File: src/rtl/fec_pkg.sv
package fec_pkg;
  typedef enum logic [2:0] {
    ST_READ, ST_C1, ST_C2, ST_C3, ST_C4, ST_C5, ST_WIN, ST_BUSY
  } fec_state_t;

  localparam logic [7:0] CODE_UNLK1 = 8'hAA;
  localparam logic [7:0] CODE_UNLK2 = 8'h55;
  localparam logic [7:0] CODE_SETUP = 8'h80;
  localparam logic [7:0] CODE_SECT  = 8'h30;
  localparam logic [7:0] CODE_CHIP  = 8'h10;

  localparam int UNLK_ADDR1 = 'h555;
  localparam int UNLK_ADDR2 = 'h2AA;
endpackage

File: src/rtl/fec_cycle_decode.sv
module fec_cycle_decode #(
  parameter int ADDR_W = 12,
  parameter int CMD_AW = 11
) (
  input  logic [ADDR_W-1:0] addr,
  input  logic [7:0]        data,
  output logic              is_u1,
  output logic              is_u2,
  output logic              is_setup,
  output logic              is_sect,
  output logic              is_chip
);
  import fec_pkg::*;

  localparam logic [CMD_AW-1:0] A1 = CMD_AW'(UNLK_ADDR1);
  localparam logic [CMD_AW-1:0] A2 = CMD_AW'(UNLK_ADDR2);

  logic [CMD_AW-1:0] low;
  logic at_a1, at_a2;

  always_comb begin
    low      = addr[CMD_AW-1:0];
    at_a1    = (low == A1);
    at_a2    = (low == A2);
    is_u1    = at_a1 && (data == CODE_UNLK1);
    is_u2    = at_a2 && (data == CODE_UNLK2);
    is_setup = at_a1 && (data == CODE_SETUP);
    is_chip  = at_a1 && (data == CODE_CHIP);
    is_sect  = (data == CODE_SECT);
  end
endmodule

File: src/rtl/fec_window_timer.sv
module fec_window_timer #(
  parameter int TMO_CYC = 40
) (
  input  logic clk,
  input  logic rst,
  input  logic load,
  input  logic run,
  output logic expired
);
  localparam int CW = (TMO_CYC < 2) ? 1 : $clog2(TMO_CYC);
  localparam logic [CW-1:0] RELOAD = CW'(TMO_CYC - 1);

  logic [CW-1:0] cnt;

  always_ff @(posedge clk) begin
    if (rst)                     cnt <= '0;
    else if (load)               cnt <= RELOAD;
    else if (run && cnt != '0)   cnt <= cnt - 1'b1;
  end

  assign expired = run && (cnt == '0);
endmodule

File: src/rtl/fec_sector_buffer.sv
module fec_sector_buffer #(
  parameter int SECT_W = 4
) (
  input  logic                 clk,
  input  logic                 rst,
  input  logic                 clr,
  input  logic                 load,
  input  logic                 add,
  input  logic                 set_all,
  input  logic [SECT_W-1:0]    idx,
  output logic [(1<<SECT_W)-1:0] mask
);
  localparam int NS = 1 << SECT_W;

  for (genvar i = 0; i < NS; i++) begin : g_bit
    logic hit;
    assign hit = (idx == SECT_W'(i));
    always_ff @(posedge clk) begin
      if (rst || clr)   mask[i] <= 1'b0;
      else if (set_all) mask[i] <= 1'b1;
      else if (load)    mask[i] <= hit;
      else if (add)     mask[i] <= mask[i] | hit;
    end
  end
endmodule

File: src/rtl/erase_cmd_decoder.sv
module erase_cmd_decoder #(
  parameter int ADDR_W  = 12,
  parameter int CMD_AW  = 11,
  parameter int SECT_W  = 4,
  parameter int TMO_CYC = 40
) (
  input  logic                   clk,
  input  logic                   rst,
  input  logic                   wr_pulse,
  input  logic [ADDR_W-1:0]      wr_addr,
  input  logic [7:0]             wr_data,
  input  logic                   erase_done,
  output logic                   erase_start,
  output logic [(1<<SECT_W)-1:0] erase_mask,
  output logic                   busy,
  output logic                   win_open
);
  import fec_pkg::*;

  fec_state_t state;
  logic is_u1, is_u2, is_setup, is_sect, is_chip;
  logic tmr_exp, buf_load, buf_add, buf_all, buf_clr;
  logic [SECT_W-1:0] sect_idx;

  assign sect_idx = wr_addr[ADDR_W-1 -: SECT_W];

  fec_cycle_decode #(.ADDR_W(ADDR_W), .CMD_AW(CMD_AW)) u_dec (
    .addr(wr_addr), .data(wr_data),
    .is_u1(is_u1), .is_u2(is_u2), .is_setup(is_setup),
    .is_sect(is_sect), .is_chip(is_chip)
  );

  always_comb begin
    buf_load = (state == ST_C5) && wr_pulse && is_sect;
    buf_all  = (state == ST_C5) && wr_pulse && is_chip;
    buf_add  = (state == ST_WIN) && wr_pulse && is_sect && !tmr_exp;
    buf_clr  = (state == ST_WIN) && wr_pulse && !is_sect && !tmr_exp;
  end

  fec_window_timer #(.TMO_CYC(TMO_CYC)) u_tmr (
    .clk(clk), .rst(rst),
    .load(buf_load || buf_add),
    .run(state == ST_WIN),
    .expired(tmr_exp)
  );

  fec_sector_buffer #(.SECT_W(SECT_W)) u_buf (
    .clk(clk), .rst(rst), .clr(buf_clr), .load(buf_load),
    .add(buf_add), .set_all(buf_all), .idx(sect_idx), .mask(erase_mask)
  );

  always_ff @(posedge clk) begin
    if (rst) begin
      state       <= ST_READ;
      erase_start <= 1'b0;
    end else begin
      erase_start <= 1'b0;
      case (state)
        ST_READ: if (wr_pulse && is_u1) state <= ST_C1;
        ST_C1:   if (wr_pulse) state <= is_u2    ? ST_C2 : ST_READ;
        ST_C2:   if (wr_pulse) state <= is_setup ? ST_C3 : ST_READ;
        ST_C3:   if (wr_pulse) state <= is_u1    ? ST_C4 : ST_READ;
        ST_C4:   if (wr_pulse) state <= is_u2    ? ST_C5 : ST_READ;
        ST_C5: if (wr_pulse) begin
          if (is_sect) state <= ST_WIN;
          else if (is_chip) begin
            state       <= ST_BUSY;
            erase_start <= 1'b1;
          end else state <= ST_READ;
        end
        ST_WIN: begin
          if (tmr_exp) begin
            state       <= ST_BUSY;
            erase_start <= 1'b1;
          end else if (wr_pulse && !is_sect) state <= ST_READ;
        end
        ST_BUSY: if (erase_done) state <= ST_READ;
        default: state <= ST_READ;
      endcase
    end
  end

  assign busy     = (state == ST_BUSY);
  assign win_open = (state == ST_WIN);
endmodule

File: config.mk
export PLATFORM = sky130hd
export DESIGN_NAME = erase_cmd_decoder
export DESIGN_NICKNAME = d
export VERILOG_FILES = /design/src/rtl/fec_pkg.sv /design/src/rtl/fec_cycle_decode.sv /design/src/rtl/fec_window_timer.sv /design/src/rtl/fec_sector_buffer.sv /design/src/rtl/erase_cmd_decoder.sv
export SDC_FILE = /design/constraint.sdc
export NUM_CORES = 1
export LEC_CHECK = 0
export ABC_AREA = 1
export BUFFER_PORTS_ARGS = -buffer_cell sky130_fd_sc_hd__buf_2
export CAP_MARGIN = 10
export CORE_MARGIN = 8
export CORE_UTILIZATION = 48
export DETAILED_ROUTE_END_ITERATION = 10
export HOLD_SLACK_MARGIN = 0.03
export PLACE_DENSITY = 0.77
export SYNTH_ARGS = -nofsm -noshare
export SYNTH_HDL_FRONTEND = slang
export SYNTH_SLANG_ARGS = --single-unit
File: constraint.sdc
create_clock -name clk -period 1.3 [get_ports clk]
set_input_delay 0 -clock clk [delete_from_list [all_inputs] [get_ports clk]]
set_output_delay 0 -clock clk [all_outputs]
set_load 0.1 [all_outputs]
=== After elaboration in Yosys (flattened, before gate mapping) ===
Index checks and enable logic that the tools add are counted.

* Add/subtract/negate cells: 1
* Equality and inequality tests: 37
* Multiplexer cells: 71
* Bitwise gates (word level): 16
* Reductions and logical operators: 28

{| class="wikitable"
|+ Operator list
! operator !! number
|-
| two-way mux 1 bit || 52
|-
| two-way mux 3 bit || 13
|-
| == test 4 bit, second input constant || 8
|-
| one-hot mux 3 bit (8 select lines) || 1
|-
| == test 4 x 3 -> 1 bit, second input constant || 4
|-
| == test 8 bit, second input constant || 2
|-
| logical AND 1 bit || 16
|-
| OR 1 bit || 16
|-
| inequality test 2 bit, second input constant || 7
|-
| == test 3 bit, second input constant || 4
|-
| two-way mux 6 bit || 2
|-
| == test 11 x 10 -> 1 bit, second input constant || 1
|-
| == test 11 bit, second input constant || 1
|-
| == test 4 x 2 -> 1 bit, second input constant || 2
|-
| == test 8 x 5 -> 1 bit, second input constant || 1
|-
| == test 8 x 6 -> 1 bit, second input constant || 1
|-
| == test 8 x 7 -> 1 bit, second input constant || 1
|-
| AND reduction 8 bit || 1
|-
| == test 3 x 2 -> 1 bit, second input constant || 2
|-
| zero test 6 bit || 1
|-
| nonzero test 6 bit || 1
|-
| subtractor 6 x 1 -> 6 bit, second input constant || 1
|-
| == test 4 x 1 -> 1 bit, second input constant || 1
|-
| zero test 4 bit || 1
|-
| other kinds (10) || 13
|}

* Register bits: 26
* Input bits: 24
* Output and inout bits: 19
* Word-level logic and storage cells: 173

=== Longest topological paths before layout ===
* Depth after elaboration: 7
* Depth in mapped cells: 12
* Mapped depth without buffers: 11

=== Cells and area by module ===
A second synthesis with hierarchy kept.

* Cells, all modules: 281
* Area total of the unflattened synthesis: 1801.7 µm²

{| class="wikitable"
|+ Modules (own cells, without submodules)
! module !! times used !! cells an instance !! area an instance (µm²) !! seq. area each (µm²)
|-
| fec_sector_buffer || 1 || 89 || 735.7 || 320.3
|-
| erase_cmd_decoder || 1 || 80 || 452.9 || 80.1
|-
| fec_window_timer || 1 || 52 || 376.6 || 120.1
|-
| fec_cycle_decode || 1 || 60 || 236.5 || 0.0
|}

=== Least setup slack after synthesis ===
Ideal clock, no wire load.

* Path type: register -> register
* From: reg state[2]
* To: reg u_buf.mask[10]
* Setup time: 0.056 ns
* Arrival time: 2.225 ns
* Data required time: 1.244 ns
* Path slack: -0.981 ns
* Stages on the path, launching flop included: 10
* Buffers on the path: 1
* Period minus slack after synthesis: 2.281 ns
* Path through: dfxtp_1 nand2_2 nor2_2 nand2_2 a21oi_4 buf_6 nand3_1 nand3_1 nand2_1 inv_1

* Cells in the longest elaborated chain, start to end: 5
* Elaborated cells between the ends (all ways): 16
* Those cells by class: eq/ne (2); mux (2); reduce/logical (12)

{| class="wikitable"
|+ RTL lines
! what !! RTL line !! RTL
|-
| start, declared || erase_cmd_decoder.sv:20 || <nowiki>fec_state_t state;</nowiki>
|-
| start signal, assigned || erase_cmd_decoder.sv:60 || <nowiki>ST_C1: if (wr_pulse) state <= is_u2 ? ST_C2 : ST_READ;</nowiki>
|-
| start signal, assigned || erase_cmd_decoder.sv:61 || <nowiki>ST_C2: if (wr_pulse) state <= is_setup ? ST_C3 : ST_READ;</nowiki>
|-
| start signal, assigned || erase_cmd_decoder.sv:62 || <nowiki>ST_C3: if (wr_pulse) state <= is_u1 ? ST_C4 : ST_READ;</nowiki>
|-
| == test 3 bit * || - ||
|-
| via win_open || erase_cmd_decoder.sv:16 || <nowiki>output logic win_open</nowiki>
|-
| logical AND 1 bit, on equally long branches || erase_cmd_decoder.sv:36, erase_cmd_decoder.sv:37, fec_window_timer.sv:21 ||
|-
| logical AND 1 bit (tied with other cells) || erase_cmd_decoder.sv:36 || <nowiki>buf_add = (state == ST_WIN) && wr_pulse && is_sect && !tmr_exp;</nowiki>
|-
| logical AND 1 bit, on equally long branches || erase_cmd_decoder.sv:36, erase_cmd_decoder.sv:37 ||
|-
| nonzero test 3 bit (no source line) or logical OR 1 bit (tied branches) || - ||
|-
| end signal, assigned by index || fec_sector_buffer.sv:21 || <nowiki>else if (load) mask[i] <= hit;</nowiki>
|-
| end signal, assigned by index || fec_sector_buffer.sv:22 || <nowiki>else if (add) mask[i] <= mask[i] | hit;</nowiki>
|-
| end, declared || fec_sector_buffer.sv:11 || <nowiki>output logic [(1<<SECT_W)-1:0] mask</nowiki>
|}

The timed path passes the listed nets; every way through them passes the cells marked *.
A chain may end at the register's enable or synchronous reset.

=== Worst setup path in the final report ===
* From: reg state[0]
* To: reg state[1]

* Cells in the longest elaborated chain, start to end: 4
* Elaborated cells between the ends (all ways): 20
* Those cells by class: eq/ne (15); mux (2); reduce/logical (3)

{| class="wikitable"
|+ RTL lines
! what !! RTL line !! RTL
|-
| == test 3 bit || erase_cmd_decoder.sv:43, erase_cmd_decoder.sv:58 ||
|-
| logical AND 1 bit || fec_window_timer.sv:21 || <nowiki>assign expired = run && (cnt == '0);</nowiki>
|-
| inequality test 3 bit (no source line) or two-way mux 3 bit (tied branches) || - ||
|-
| AND reduction 8 bit (no source line) or one-hot mux 3 bit (8 select lines) (tied branches) || - ||
|}

Parallel ways exist; a longest one is shown, timed or not.

==> metrics.md <==
| Metric | Value |
|---|---|
| Total number of vias | 2198 |
| Syn avg cell area | 5.86 um2 |
| Overall power | 0.00146 W |
| Area Overhead vs Synth | 50.9% |
| Tcrit/Tclk final | 108% |
| Worst setup margin | -105 ps |
| Seq/Total Area, Yosys | 30.1% |
| Worst Hold Class | in -> reg |
| Initial core utilization | 48.7% |
| Setup WS pre-CTS | -168 ps |
| Vias in the first global route | 2083 |
| Die Area | 5780 um2 |
| DRT Wirelength | 5.90 mm |
| Maximum vdd drop | 0.462 mV |
| RSZ-0062 raised after global routing | yes |
| Fillers | 269 |
| RD Place Congestion | 0.832 |
| Synth area leader | dfxtp_1 |
| Status | finished, violations left |
| Worst endpoint required time | 1560 ps |
| CP Capture Type | flip-flop |
| Core area | 3550 um2 |
| Largest net degree at the start of global routing | 19 |
| Fin util | 73.4% |
| Fraction of layout cells with a size suffix above 1 | 37.1% |
| Achievable Freq | 712 MHz |
| Max Cap Violations | 0 |
| Initial DRC Count | 177 |
| Die width | 76 um |
| Worst-Skew Late Latency | 320 ps |
| Final ANT Viol Nets | 0 |
| Reg2Reg Setup Slack | -110 ps |
| Avg WL per Cell | 14.1 um |
| Setup crit start kind | flip-flop |
| Predominant post-synthesis flop cell | dfxtp_1 |
| Final setup fails | 26 |
| Post-DP Area | 2270 um2 |
| Synth async-reset ratio | 0% |
| Netlist cell types | 25 |
| Critical path arrival | 1670 ps |
| I/O pins | 43 |
| Pins Over Slew Limit | 0 |
| Reg-to-Reg End | state[1]$_SDFFE_PP0P_ |
| Ant diodes | 0 |
| Tot GR Track Use | 18.2% |
| HP Start | wr_addr[11] |
| DR DRC count | 0 |
| Initial antenna violation count | 0 |
| Post-synth top cells | nand2_1, inv_1, nand3_1 |
| CTS tree | built |
| Hold endpoint | u_buf.mask[0]$_SDFFE_PP0P_ |
| Mapped Area | 1730 um2 |
| Hold Vio Cnt, Final | 0 |
| Row Count | 22 |
| Net count after synthesis | 321 |
| Die Y | 76 um |
| Yosys top cell area share | 30.1% |
| Design area | 2610 um2 |
| CTS clk-pin slew, worst paths | 150 ps |
| PD cells | 558 nW/um2 |
| Clk buf depth | 2 |
| DP HPWL | 3.72 mm |
| Synthesized flop and latch total | 26 |
| Most frequent cell after synthesis | nand2_1 |
| Crit path max fanout | 4 |
| Gate Count Post-Synth | 295 |
| Setup crit start | state[0]$_SDFFE_PP0P_ |
| Remaining Overflow, GRT | 0 |
| Pleak | 1.44 nW |
| Drt first pass iters | 5 |
| Reg2Reg Depth | 10 |
| Nets | 399 |
| Port buffer count | 42 |
| Main area contributors after synthesis | dfxtp_1, nand2_1, nand3_1 |
| First-pass GRT wire length | 9.06 mm |
| Post-synth EDFFs | 0 |
| Clock period minus worst slack | 1410 ps |
| Vias per cell | 5.23 |
| Synth warn | 0 |
| Num CTS Buffers | 3 |
| Relative slew slack | 67.3% |
| Root buffer cell | clkbuf_4 |
| Failing checks | negative setup slack |
| Clock skew | 1.60 ps |
| Critical register-to-register path startpoint | state[0]$_SDFFE_PP0P_ |
| WHS Path Cells | 6 |
| Worst-Margin Slew | 494 ps |
| CP Class | reg -> reg |
| H-tree Lvls | 1 |
| Clock sink total | 26 |
registers in the layout (all words and copies together) (netlist names):
register,flops
u_buf.mask,16
erase_start,1
u_tmr.cnt,6
state,3
cell usage in the layout, fill, tap and decap left out, types with 2 or more instances in the layout:
cell	n
dfxtp_2	2
buf_2	40
inv_2	7
o21ai_2	3
dfxtp_1	21
nor3_4	2
buf_12	5
a21oi_2	3
nor2_1	38
nand3_4	2
buf_6	6
clkbuf_4	3
nand2_4	6
nand2_1	65
o21bai_1	2
nor2_4	2
nor2_2	6
inv_4	2
nand3_2	4
a21oi_1	5
nor3_2	2
inv_1	43
dfxtp_4	3
nand3_1	44
nand2_2	6
nand4_1	3
buf_4	26
nor3_1	6
logic make-up after synthesis:
group                      share of synthesized area (%)
AOI/OAI and AO/OA                                   7.02
and+or+nand+nor                                     48.1
buffers and inverters                               13.3
adders and majority gates                           1.45
DFF                                                 30.1
metal layers:
layer  GRT usage, %  vias to the layer above  part of all wire, %
met1           20.4                      981                   41
met3           4.36                       16                  7.9
li1               -                     1087                    -
met2           30.2                      114                   49
met5              0                        -                    0
met4           11.2                        0                  2.6
worst max-delay path by stage:
| stage | slack (ps) | to |
|---|---|---|
| floorplan | -510 | u_buf.mask[10]$_SDFFE_PP0P_ |
| global placement | -100 | u_buf.mask[8]$_SDFFE_PP0P_ |
| detailed placement | -170 | u_tmr.cnt[4]$_SDFFE_PP0P_ |
| CTS | -50 | u_tmr.cnt[2]$_SDFFE_PP0P_ |
| global route | -210 | state[1]$_SDFFE_PP0P_ |
| finish | -110 | state[1]$_SDFFE_PP0P_ |
layout make-up:
| cell class | instances | area [um2] | share of cell area (%) |
|---|---|---|---|
| multi-input cells | 211 | 1180 | 45.4 |
| repair buffers | 78 | 573 | 22.0 |
| flip-flops and latches | 26 | 534 | 20.5 |
| inverters | 53 | 209 | 8.01 |
| well taps | 48 | 60.1 | 2.30 |
| clock buffers | 4 | 47.5 | 1.82 |
stage by stage:
stage	setup TNS [ps]	hold slack (ps)	cells
6_report	-2080	116	420
5_1_grt	-4330	124	420
4_1_cts	-714	96.6	418
3_5_place_dp	-3030	239	408
3_3_place_gp	-2030	250	408
2_1_floorplan	-11460	59.4	295
critical path, stage by stage (launching register included):
cell and delay (ps):
dfxtp_4 390, buf_6 130, nor2_4 130, nand2_4 110, inv_6 100, nand2_4 70, nand2_4 70, inv_2 40
nand2_2 80, nand2_2 70, a21oi_2 140
timing repair:
item | in CTS | in global routing
pin swaps | 11 | 14
setup buffers | 6 | 2
setup endpoints to repair | 26 | 28
endpoints found under the hold margin | 4 | 0
hold buffers | 1 | 0
resized for setup | 30 | 36
gates cloned | 0 | 0
where the power goes:
part	switching (W)	internal [W]
logic	0.000110	0.0000675
registers	0.00000000570	0.000791
clock network	0.000252	0.000235
total	0.000362	0.00109
(Power assumes the default switching activity.)
